### config.mk
export PLATFORM = sky130hd
export DESIGN_NAME = nand_ecc_front
export DESIGN_NICKNAME = d
export VERILOG_FILES = /design/src/rtl/nand_ecc_front_pkg.sv /design/src/rtl/nand_ecc_front_regs.sv /design/src/rtl/nand_ecc_front_seq.sv /design/src/rtl/nand_ecc_front.sv
export SDC_FILE = /design/constraint.sdc
export NUM_CORES = 1
export LEC_CHECK = 0
export BUFFER_PORTS_ARGS = -buffer_cell sky130_fd_sc_hd__buf_4
export CAP_MARGIN = 25
export CORE_ASPECT_RATIO = 1.75
export CORE_MARGIN = 3
export CORE_UTILIZATION = 48
export DETAILED_ROUTE_END_ITERATION = 6
export MAX_ROUTING_LAYER = met4
export PLACE_DENSITY = 0.82
export SLEW_MARGIN = 25
export SYNTH_ARGS = -nofsm -noshare
export SYNTH_HDL_FRONTEND = slang
export SYNTH_HIERARCHICAL = 1
export SYNTH_SLANG_ARGS = --single-unit
### constraint.sdc
create_clock -name clk -period 1.8 [get_ports clk]
set_input_delay 0.27 -clock clk [delete_from_list [all_inputs] [get_ports clk]]
set_output_delay 0.27 -clock clk [all_outputs]
set_load 0.01 [all_outputs]
### src/rtl/nand_ecc_front_pkg.sv
package nand_ecc_front_pkg;

  localparam int REG_W = 32;

  // register byte offsets (software-visible map)
  localparam int OFS_MODE   = 'h00;
  localparam int OFS_LAUNCH = 'h08;
  localparam int OFS_DBASE  = 'h0C;
  localparam int OFS_SBASE  = 'h10;
  localparam int OFS_STAT   = 'h14;

  // mode word fields
  localparam int MODE_WIDE_BIT  = 28;
  localparam int MODE_EXACT_BIT = 12;
  localparam int MODE_BURST_LO  = 0;

  // status word fields
  localparam int ST_BUSY_BIT   = 0;
  localparam int ST_ERASED_BIT = 4;
  localparam int ST_FAIL_BIT   = 8;
  localparam int ST_CNT_LO     = 12;
  localparam int ST_CNT_HI     = 19;
  localparam int CNT_W         = ST_CNT_HI - ST_CNT_LO + 1;

  typedef struct packed {
    logic       wide;
    logic       exact;
    logic [1:0] burst;
  } mode_t;

  function automatic int round_up4(input int n);
    return ((n + 3) / 4) * 4;
  endfunction

  function automatic logic word_aligned(input logic [REG_W-1:0] a);
    return (a[1:0] == 2'b00);
  endfunction

  function automatic logic [REG_W-1:0] mode_word(input mode_t m);
    logic [REG_W-1:0] w;
    w = '0;
    w[MODE_WIDE_BIT]               = m.wide;
    w[MODE_EXACT_BIT]              = m.exact;
    w[MODE_BURST_LO +: 2]          = m.burst;
    return w;
  endfunction

  function automatic logic [REG_W-1:0] status_word(input logic busy,
                                                   input logic erased,
                                                   input logic fail,
                                                   input logic [CNT_W-1:0] cnt);
    logic [REG_W-1:0] w;
    w = '0;
    w[ST_BUSY_BIT]         = busy;
    w[ST_ERASED_BIT]       = erased;
    w[ST_FAIL_BIT]         = fail;
    w[ST_CNT_LO +: CNT_W]  = cnt;
    return w;
  endfunction

endpackage

### src/rtl/nand_ecc_front_regs.sv
module nand_ecc_front_regs
  import nand_ecc_front_pkg::*;
#(
  parameter int ADDR_W = 8
) (
  input  logic                clk,
  input  logic                rst_n,
  input  logic                bus_sel,
  input  logic                bus_we,
  input  logic [ADDR_W-1:0]   bus_addr,
  input  logic [REG_W-1:0]    bus_wdata,
  output logic [REG_W-1:0]    bus_rdata,
  input  logic [REG_W-1:0]    stat_word,
  output mode_t               mode_q,
  output logic [REG_W-1:0]    dbase_q,
  output logic [REG_W-1:0]    sbase_q,
  output logic                launch_hit,
  output logic                launch_encode
);

  localparam logic [ADDR_W-1:0] A_MODE   = ADDR_W'(OFS_MODE);
  localparam logic [ADDR_W-1:0] A_LAUNCH = ADDR_W'(OFS_LAUNCH);
  localparam logic [ADDR_W-1:0] A_DBASE  = ADDR_W'(OFS_DBASE);
  localparam logic [ADDR_W-1:0] A_SBASE  = ADDR_W'(OFS_SBASE);
  localparam logic [ADDR_W-1:0] A_STAT   = ADDR_W'(OFS_STAT);

  logic wr_en;
  assign wr_en         = bus_sel && bus_we;
  assign launch_hit    = wr_en && (bus_addr == A_LAUNCH);
  assign launch_encode = bus_wdata[0];

  always_ff @(posedge clk or negedge rst_n) begin
    if (!rst_n) begin
      mode_q  <= '0;
      dbase_q <= '0;
      sbase_q <= '0;
    end else if (wr_en) begin
      if (bus_addr == A_MODE) begin
        mode_q.wide  <= bus_wdata[MODE_WIDE_BIT];
        mode_q.exact <= bus_wdata[MODE_EXACT_BIT];
        mode_q.burst <= bus_wdata[MODE_BURST_LO +: 2];
      end
      if (bus_addr == A_DBASE) dbase_q <= bus_wdata;
      if (bus_addr == A_SBASE) sbase_q <= bus_wdata;
    end
  end

  always_comb begin
    bus_rdata = '0;
    if (bus_sel && !bus_we) begin
      unique case (bus_addr)
        A_MODE:  bus_rdata = mode_word(mode_q);
        A_DBASE: bus_rdata = dbase_q;
        A_SBASE: bus_rdata = sbase_q;
        A_STAT:  bus_rdata = stat_word;
        default: bus_rdata = '0;
      endcase
    end
  end

endmodule

### src/rtl/nand_ecc_front_seq.sv
module nand_ecc_front_seq
  import nand_ecc_front_pkg::*;
#(
  parameter int DATA_BYTES = 512,
  parameter int SIDE_NARROW = 16,
  parameter int SIDE_WIDE = 28,
  localparam int DLEN_W = $clog2(DATA_BYTES + 1),
  localparam int SLEN_W = $clog2(SIDE_WIDE + 1)
) (
  input  logic               clk,
  input  logic               rst_n,
  input  logic               launch_hit,
  input  logic               launch_encode,
  input  mode_t              mode_q,
  input  logic [REG_W-1:0]   dbase_q,
  input  logic [REG_W-1:0]   sbase_q,
  input  logic               rsp_valid_i,
  input  logic               rsp_fail_i,
  input  logic               rsp_erased_i,
  input  logic [CNT_W-1:0]   rsp_count_i,
  output logic               busy_o,
  output logic               req_valid_o,
  output logic               req_encode_o,
  output logic               req_wide_o,
  output logic               req_exact_o,
  output logic [1:0]         req_burst_o,
  output logic [REG_W-1:0]   req_data_addr_o,
  output logic [REG_W-1:0]   req_side_addr_o,
  output logic [DLEN_W-1:0]  req_data_len_o,
  output logic [SLEN_W-1:0]  req_side_len_o,
  output logic               done_pulse_o,
  output logic               st_fail_q,
  output logic               st_erased_q,
  output logic [CNT_W-1:0]   st_count_q
);

  // named internal events
  logic bases_ok;
  logic accept_ev;
  logic finish_ev;

  assign bases_ok  = word_aligned(dbase_q) && word_aligned(sbase_q);
  assign accept_ev = launch_hit && !busy_o && bases_ok;
  assign finish_ev = rsp_valid_i && busy_o;

  assign req_data_len_o = DLEN_W'(DATA_BYTES);

  always_ff @(posedge clk or negedge rst_n) begin
    if (!rst_n) begin
      busy_o          <= 1'b0;
      req_valid_o     <= 1'b0;
      req_encode_o    <= 1'b0;
      req_wide_o      <= 1'b0;
      req_exact_o     <= 1'b0;
      req_burst_o     <= '0;
      req_data_addr_o <= '0;
      req_side_addr_o <= '0;
      req_side_len_o  <= '0;
      done_pulse_o    <= 1'b0;
      st_fail_q       <= 1'b0;
      st_erased_q     <= 1'b0;
      st_count_q      <= '0;
    end else begin
      req_valid_o  <= accept_ev;
      done_pulse_o <= finish_ev;
      if (accept_ev) begin
        busy_o          <= 1'b1;
        req_encode_o    <= launch_encode;
        req_wide_o      <= mode_q.wide;
        req_exact_o     <= mode_q.exact;
        req_burst_o     <= mode_q.burst;
        req_data_addr_o <= dbase_q;
        req_side_addr_o <= sbase_q;
        req_side_len_o  <= mode_q.wide ? SLEN_W'(SIDE_WIDE) : SLEN_W'(SIDE_NARROW);
        st_fail_q       <= 1'b0;
        st_erased_q     <= 1'b0;
        st_count_q      <= '0;
      end else if (finish_ev) begin
        busy_o      <= 1'b0;
        st_fail_q   <= rsp_fail_i;
        st_erased_q <= rsp_erased_i;
        st_count_q  <= rsp_count_i;
      end
    end
  end

  AST_REQ_ONE_CYCLE: assert property (@(posedge clk) disable iff (!rst_n)
    req_valid_o |=> !req_valid_o);
  AST_REQ_WITH_BUSY: assert property (@(posedge clk) disable iff (!rst_n)
    req_valid_o |-> busy_o);
  AST_BUSY_LAUNCH_IGNORED: assert property (@(posedge clk) disable iff (!rst_n)
    (launch_hit && busy_o) |=> !req_valid_o);
  AST_MISALIGN_IGNORED: assert property (@(posedge clk) disable iff (!rst_n)
    (launch_hit && !bases_ok) |=> !req_valid_o);
  AST_REQ_ALIGNED: assert property (@(posedge clk) disable iff (!rst_n)
    req_valid_o |-> (req_data_addr_o[1:0] == 2'b00 && req_side_addr_o[1:0] == 2'b00));
  AST_DONE_ON_FALL: assert property (@(posedge clk) disable iff (!rst_n)
    done_pulse_o |-> (!busy_o && $past(busy_o)));
  AST_IDLE_RSP_IGNORED: assert property (@(posedge clk) disable iff (!rst_n)
    (rsp_valid_i && !busy_o) |=> !done_pulse_o);
  AST_FIELDS_HOLD: assert property (@(posedge clk) disable iff (!rst_n)
    (!accept_ev && !finish_ev) |=> ($stable(st_count_q) && $stable(st_fail_q) && $stable(st_erased_q)));

endmodule

### src/rtl/nand_ecc_front.sv
module nand_ecc_front
  import nand_ecc_front_pkg::*;
#(
  parameter int ADDR_W = 8,
  parameter int DATA_BYTES = 512,
  parameter int SPARE_BYTES = 6,
  parameter int PARITY_NARROW = 10,
  parameter int PARITY_WIDE = 20,
  localparam int SIDE_NARROW = round_up4(SPARE_BYTES + PARITY_NARROW),
  localparam int SIDE_WIDE = round_up4(SPARE_BYTES + PARITY_WIDE),
  localparam int DLEN_W = $clog2(DATA_BYTES + 1),
  localparam int SLEN_W = $clog2(SIDE_WIDE + 1)
) (
  input  logic               clk,
  input  logic               rst_n,
  input  logic               bus_sel,
  input  logic               bus_we,
  input  logic [ADDR_W-1:0]  bus_addr,
  input  logic [31:0]        bus_wdata,
  output logic [31:0]        bus_rdata,
  output logic               req_valid_o,
  output logic               req_encode_o,
  output logic               req_wide_o,
  output logic               req_exact_o,
  output logic [1:0]         req_burst_o,
  output logic [31:0]        req_data_addr_o,
  output logic [31:0]        req_side_addr_o,
  output logic [DLEN_W-1:0]  req_data_len_o,
  output logic [SLEN_W-1:0]  req_side_len_o,
  input  logic               rsp_valid_i,
  input  logic               rsp_fail_i,
  input  logic               rsp_erased_i,
  input  logic [7:0]         rsp_count_i,
  output logic               busy_o,
  output logic               done_pulse_o
);

  mode_t            mode_q;
  logic [REG_W-1:0] dbase_q;
  logic [REG_W-1:0] sbase_q;
  logic             launch_hit;
  logic             launch_encode;
  logic             st_fail_q;
  logic             st_erased_q;
  logic [CNT_W-1:0] st_count_q;
  logic [REG_W-1:0] stat_word;

  assign stat_word = status_word(busy_o, st_erased_q, st_fail_q, st_count_q);

  nand_ecc_front_regs #(.ADDR_W(ADDR_W)) u_regs (
    .clk           (clk),
    .rst_n         (rst_n),
    .bus_sel       (bus_sel),
    .bus_we        (bus_we),
    .bus_addr      (bus_addr),
    .bus_wdata     (bus_wdata),
    .bus_rdata     (bus_rdata),
    .stat_word     (stat_word),
    .mode_q        (mode_q),
    .dbase_q       (dbase_q),
    .sbase_q       (sbase_q),
    .launch_hit    (launch_hit),
    .launch_encode (launch_encode)
  );

  nand_ecc_front_seq #(
    .DATA_BYTES  (DATA_BYTES),
    .SIDE_NARROW (SIDE_NARROW),
    .SIDE_WIDE   (SIDE_WIDE)
  ) u_seq (
    .clk             (clk),
    .rst_n           (rst_n),
    .launch_hit      (launch_hit),
    .launch_encode   (launch_encode),
    .mode_q          (mode_q),
    .dbase_q         (dbase_q),
    .sbase_q         (sbase_q),
    .rsp_valid_i     (rsp_valid_i),
    .rsp_fail_i      (rsp_fail_i),
    .rsp_erased_i    (rsp_erased_i),
    .rsp_count_i     (rsp_count_i),
    .busy_o          (busy_o),
    .req_valid_o     (req_valid_o),
    .req_encode_o    (req_encode_o),
    .req_wide_o      (req_wide_o),
    .req_exact_o     (req_exact_o),
    .req_burst_o     (req_burst_o),
    .req_data_addr_o (req_data_addr_o),
    .req_side_addr_o (req_side_addr_o),
    .req_data_len_o  (req_data_len_o),
    .req_side_len_o  (req_side_len_o),
    .done_pulse_o    (done_pulse_o),
    .st_fail_q       (st_fail_q),
    .st_erased_q     (st_erased_q),
    .st_count_q      (st_count_q)
  );

endmodule

# Yosys cells after proc, flatten, opt, wreduce, memory -nomap -nowiden
# Index checks and enable logic that the tools add are counted.
totals:
  regBits: 155
  inputBits: 55
  output_inout_bits: 119
  wordCells: 49
classes:
  eq_ne: 4
  mux: 11
  reduce_logical: 16
op_table:
  columns: ["operator", "count"]
  rows:
  - ["$pmux 32 s4", 1]
  - ["$mux 32", 1]
  - ["$eq 8x4->1 const B", 2]
  - ["$eq 8x5->1 const B", 2]
  - ["$mux 8", 2]
  - ["$logic_not 8->1", 1]
  - ["$logic_and 1x1->1", 7]
  - ["$mux 1", 6]
  - ["$reduce_and 2->1", 3]
  - ["$logic_not 2->1", 2]
  - ["$mux 4", 1]
  - ["$logic_not 1->1", 2]
  - ["$reduce_bool 2->1", 1]

# Logic depth before layout (Yosys ltp)
logic_depth:
  depth_word: 5
  mapped_depth: 10
  depth_no_buf: 7

# Hierarchy
# Netlist, hierarchy kept.
by_module_without_submodules:
  columns: ["mod", "n_inst", "cells_each", "area_each_um2", "seq_area_each_um2"]
  rows:
  - ["nand_ecc_front_regs", 1, 275, 3505.9, 1701.6]
  - ["nand_ecc_front_seq", 1, 216, 3233.1, 2077.0]
  - ["nand_ecc_front", 1, 1, 3.8, 0.0]

# Worst setup path after synthesis
# No wires, ideal clock.
synth_path:
  path_type: "input-to-reg"
  from: "input port bus_addr[1]"
  to: "register u_seq.req_data_addr_o[10]"
  setup_time_ns: 0.127
  arrival_ns: 1.971
  t_required_ns: 1.673
  setup_slack_ns: -0.299
  path_stages: 9
  path_buffers: 2
  cell_sequence: "or4_4 > nor2_4 > nand3_1 > nor2_1 > nand3_2 > inv_2 > buf_8 > buf_12 > mux2_1"
synth_via:
  elab_chain_len: 4
synth_rtl:
  columns: ["element", "line_no", "rtl"]
  rows:
  - ["start, declared", "nand_ecc_front.sv:18", "input logic [ADDR_W-1:0] bus_addr,"]
  - ["$eq 8x4->1", "nand_ecc_front_regs.sv:29", "assign launch_hit = wr_en && (bus_addr == A_LAUNCH);"]
  - ["$logic_and 1x1->1", "nand_ecc_front_regs.sv:29", null]
  - ["via launch_hit", "nand_ecc_front.sv:41", "logic launch_hit;"]
  - ["$logic_and 1x1->1 (2 in a row)", "nand_ecc_front_seq.sv:43", "assign accept_ev = launch_hit && !busy_o && bases_ok;"]
  - ["end signal, assigned", "nand_ecc_front_seq.sv:72", "req_data_addr_o <= dbase_q;"]
  - ["end, declared", "nand_ecc_front_seq.sv:27", "output logic [REG_W-1:0] req_data_addr_o,"]
# The timed path passes the listed nets, and every way through them passes these cells.
# A chain may end at the register's enable or synchronous reset.

# Final worst setup path
layout_path:
  from: "input port bus_addr[7]"
  to: "output port bus_rdata[8]"
layout_via:
  elab_chain_len: 3
  word_cells_on_any_way: 6
  cone_classes: "3 x eq/ne; 2 x mux; 1 x reduce/logical"
layout_rtl:
  columns: ["element", "line_no", "rtl"]
  rows:
  - ["$eq 8x5->1 (tied with other cells)", "nand_ecc_front_regs.sv:51", "unique case (bus_addr)"]
  - ["$pmux 32 s4 *", "nand_ecc_front_regs.sv:51", null]
  - ["$mux 32 *", "nand_ecc_front_regs.sv:50", "if (bus_sel && !bus_we) begin"]
  - ["end, declared", "nand_ecc_front.sv:20", "output logic [31:0] bus_rdata,"]
# Mark *: on every way between the ends. The rest lies on a longest branch, timed or not.

==> flow_metrics.tcl <==
set metrics [dict create \
    status "finished with violations" \
    violations "negative setup slack" \
    ir_worst_vdd_mv 0.552 \
    yosys.area_share.simple 0.0598 \
    cts_tree "yes" \
    maxSlewViolCount 0 \
    max_freq_mhz 450 \
    wl_per_cell_um 23.8 \
    n_antenna_cell 0 \
    path_cells "buf_6 -> or4_4 -> nor4bb_4 -> buf_6 -> buf_12 -> a22oi_1 -> nor2_4 -> buf_6" \
    r2r_setup_slack_ns -0.09 \
    hold_end "u_seq/busy_o" \
    clk_latency_ns 0.42 \
    grt_pass1_vias 5679 \
    clockPowerShare 0.490 \
    grt_remaining_overflow 0 \
    clock-root-buffer "clkbuf_16" \
    syn_avg_cell_area_um2 13.7 \
    p_int_w 0.00611 \
    area_growth_pct 54.0 \
    place_ws_ns -0.495 \
    synthAdderAreaFrac 0 \
    grt_max_degree 50 \
    grt_usage 0.287 \
    cp.arrival_ns 1.95 \
    fillCellCount 797 \
    grt_first_pass_wirelength_um 32300 \
    ys_types 39 \
    postLayoutCellArea_um2 10400 \
    synth_top_cell_by_area "dfrtp_1" \
    routed_wl_um 21800 \
    fin_crit_sh 1.24 \
    crit_type "in -> out" \
    r2r_start "u_regs/sbase_q[1]" \
    vias_per_cell 5.55 \
    p_per_area_nw_per_um2 755 \
    num_io_pins 174 \
    r2r_end "u_seq/req_data_addr_o[31]" \
    setup_ws_ns -0.424 \
    synth_top_family_by_area "multiplexers" \
    critPathSlowestCell "or4_4" \
    placed_cell_area_um2 8770 \
    max_stage_delay_ns 0.57 \
    start_util 0.496 \
    syn_area_um2 6740 \
    netSwitchingFraction 0.221 \
    drtPass1Iterations 4 \
    netlist_instances 492 \
    skew_ns 0.00695 \
    netlist.area_leader.share 0.560 \
    reg2reg_depth 7 \
    gp_congestion 0.887 \
    fin_util 0.764 \
    cts_sinks 151 \
    leakage_nw 5.00 \
    drive_gt1_frac 0.660 \
    start_kind "input port" \
    clk_path_buf_depth 2 \
    rsz0062_at_grt "yes" \
    synthXorXnorAreaFrac 0.00130 \
    synth_seq_area_share 0.560 \
    synth_compound_area_frac 0.0490 \
    die_y_um 163 \
    h-tree-depth 4 \
    cts_buffers 17 \
    hold_viol 0 \
    fin_crit_ns 2.22 \
    yosys_warnings 6 \
    power_w 0.00784 \
    min_from "rsp_valid_i" \
    hold_class "in -> reg" \
    pwr-share-seq 0.449 \
    cp-end-kind "output pin" \
    ant_nets 0 \
    setup_viol 169 \
    cp_common_cell "buf_6" \
    die_area_um2 15600 \
    comb_power_share 0.061 \
    layout_commonest_cell "buf_4" \
    crit_buf_inv 4 \
    crit_family "simple AND/OR/NAND/NOR gates" \
    crit_required_ns 1.53 \
    fp.dieW_um 95.6 \
    core-area_um2 13600 \
    final_cell_mix "buf_4 (169), dfrtp_1 (151), mux2_4 (108)" \
    min_path_cells 2 \
    switching_power_w 0.00173 \
    critPathMaxFanout 8 \
    drt_iter0_markers 220 \
    dpl.hpwl_um 13200 \
    rows 56 \
    path_clk_slew_ns 0.06 \
    synth_area_leaders "dfrtp_1 (56%), mux2_2 (20%), mux2_1 (6.8%), a22oi_1 (3.6%), buf_4 (2.4%)" \
    max_cap_violations 0 \
    drc 0 \
    nets 783 \
    ys_ff_latch 151 \
    vias 5082 \
    muxShareOfSynthArea 0.275 \
    port-buffer-count 161 \
    antenna_found_initial 0 \
]
power groups by stage:
stage	Clock, W	Sequential [W]	Combinational (W)
2_1_floorplan	0	0.00356	0.000217
3_3_place_gp	0	0.00357	0.000430
3_5_place_dp	0	0.00358	0.000449
4_1_cts	0.00385	0.00352	0.000467
5_1_grt	0.00404	0.00352	0.000510
6_report	0.00384	0.00352	0.000477
cell families after synthesis:
family,after synthesis
XOR/XNOR,1
multiplexers,165
other,3
flip-flops,151
AO/OA/AOI/OAI,47
buffers and inverters,50
AND/OR/NAND/NOR,75
worst max path at each step:
stage                     start                   endpoint  slack [ns]  cells after the start
floorplan           bus_addr[1]  u_seq/req_data_addr_o[10]       -0.30                      9
global placement    bus_addr[1]  u_seq/req_side_addr_o[11]       -0.45                      9
detailed placement  bus_addr[1]              bus_rdata[19]       -0.49                      7
CTS                 bus_addr[7]               bus_rdata[9]       -0.40                      8
global route        bus_addr[7]               bus_rdata[8]       -0.47                      8
finish              bus_addr[7]               bus_rdata[8]       -0.42                      8
cells in the mapped netlist:
library cell  instances
nor4_2                1
buf_12                3
xnor2_1               1
buf_1                 1
and3_1                1
o2bb2ai_1             4
nor2_1               34
nand4b_1              1
dfrtp_1             151
nor4bb_1              1
o21ai_0               1
or4_4                 1
nor2b_1               1
and2_1                4
and4_1                1
inv_2                 1
nor4_4                1
buf_6                 3
nor2_4                1
nor3_2                1
nor3b_2               1
nand2b_1              1
a22oi_1              32
nand3_2               1
inv_1                 2
clkbuf_1             12
buf_4                22
nor4b_4               1
clkinv_1              1
buf_8                 1
nand3_1               1
mux2_2              120
buf_2                 4
mux2i_1               4
conb_1                3
a21oi_1              10
nand3b_1              1
nand2_1              21
mux2_1               41
sequential cells by signal (all words and copies together) (netlist names), 2 cells and up:
signal and count:
u_seq/req_side_len_o 2, u_seq/st_count_q 8, u_regs/mode_q 4, u_seq/req_burst_o 2
u_seq/req_side_addr_o 32, u_seq/req_data_addr_o 32, u_regs/sbase_q 32, u_regs/dbase_q 32
worst reg2reg max path, stage by stage (launching register included):
cell      delay [ns]
dfrtp_1         0.41
nor4_2          0.41
nand3_2         0.15
buf_6           0.15
clkinv_8        0.08
buf_6           0.12
buf_16          0.12
mux2_2          0.33
through the flow:
stage / TNS [ns] / hold slack [ns] / instances
2_1_floorplan: -30.91 / -0.0256 / 522
3_3_place_gp: -65.55 / 0.197 / 852
3_5_place_dp: -69.37 / 0.204 / 852
4_1_cts: -21.07 / 0.0391 / 911
5_1_grt: -36.48 / 0.0475 / 915
6_report: -30.91 / 0.0759 / 915
metal layers:
| layer | GRT usage | share of wire |
|---|---|---|
| met1 | 0.328 | 0.37 |
| met2 | 0.497 | 0.55 |
| met3 | 0.0398 | 0.047 |
| met4 | 0.120 | 0.035 |
| met5 | - | 0 |
area by class of cell:
cell class / count / area [um2] / share of cell area
sequential: 151 / 3780 / 0.364
multi-input combinational: 321 / 3420 / 0.330
timing repair buffer: 232 / 2290 / 0.220
clock buffer: 22 / 464 / 0.0447
tap: 174 / 218 / 0.0210
clock inverter: 10 / 166 / 0.0160
inverter: 4 / 27.5 / 0.00265
timing repair inverter: 1 / 16.3 / 0.00157
what timing repair did:
action | 4_1_cts | 5_1_grt
gates resized for setup | 127 | 18
setup endpoints to repair | 91 | 175
hold buffers | 1 | 0
endpoints found under the hold margin | 34 | 0
gates cloned | 10 | 4
pin swaps | 13 | 4
buffers inserted | 16 | 1
Note: power is estimated with default switching activity, not from simulation.
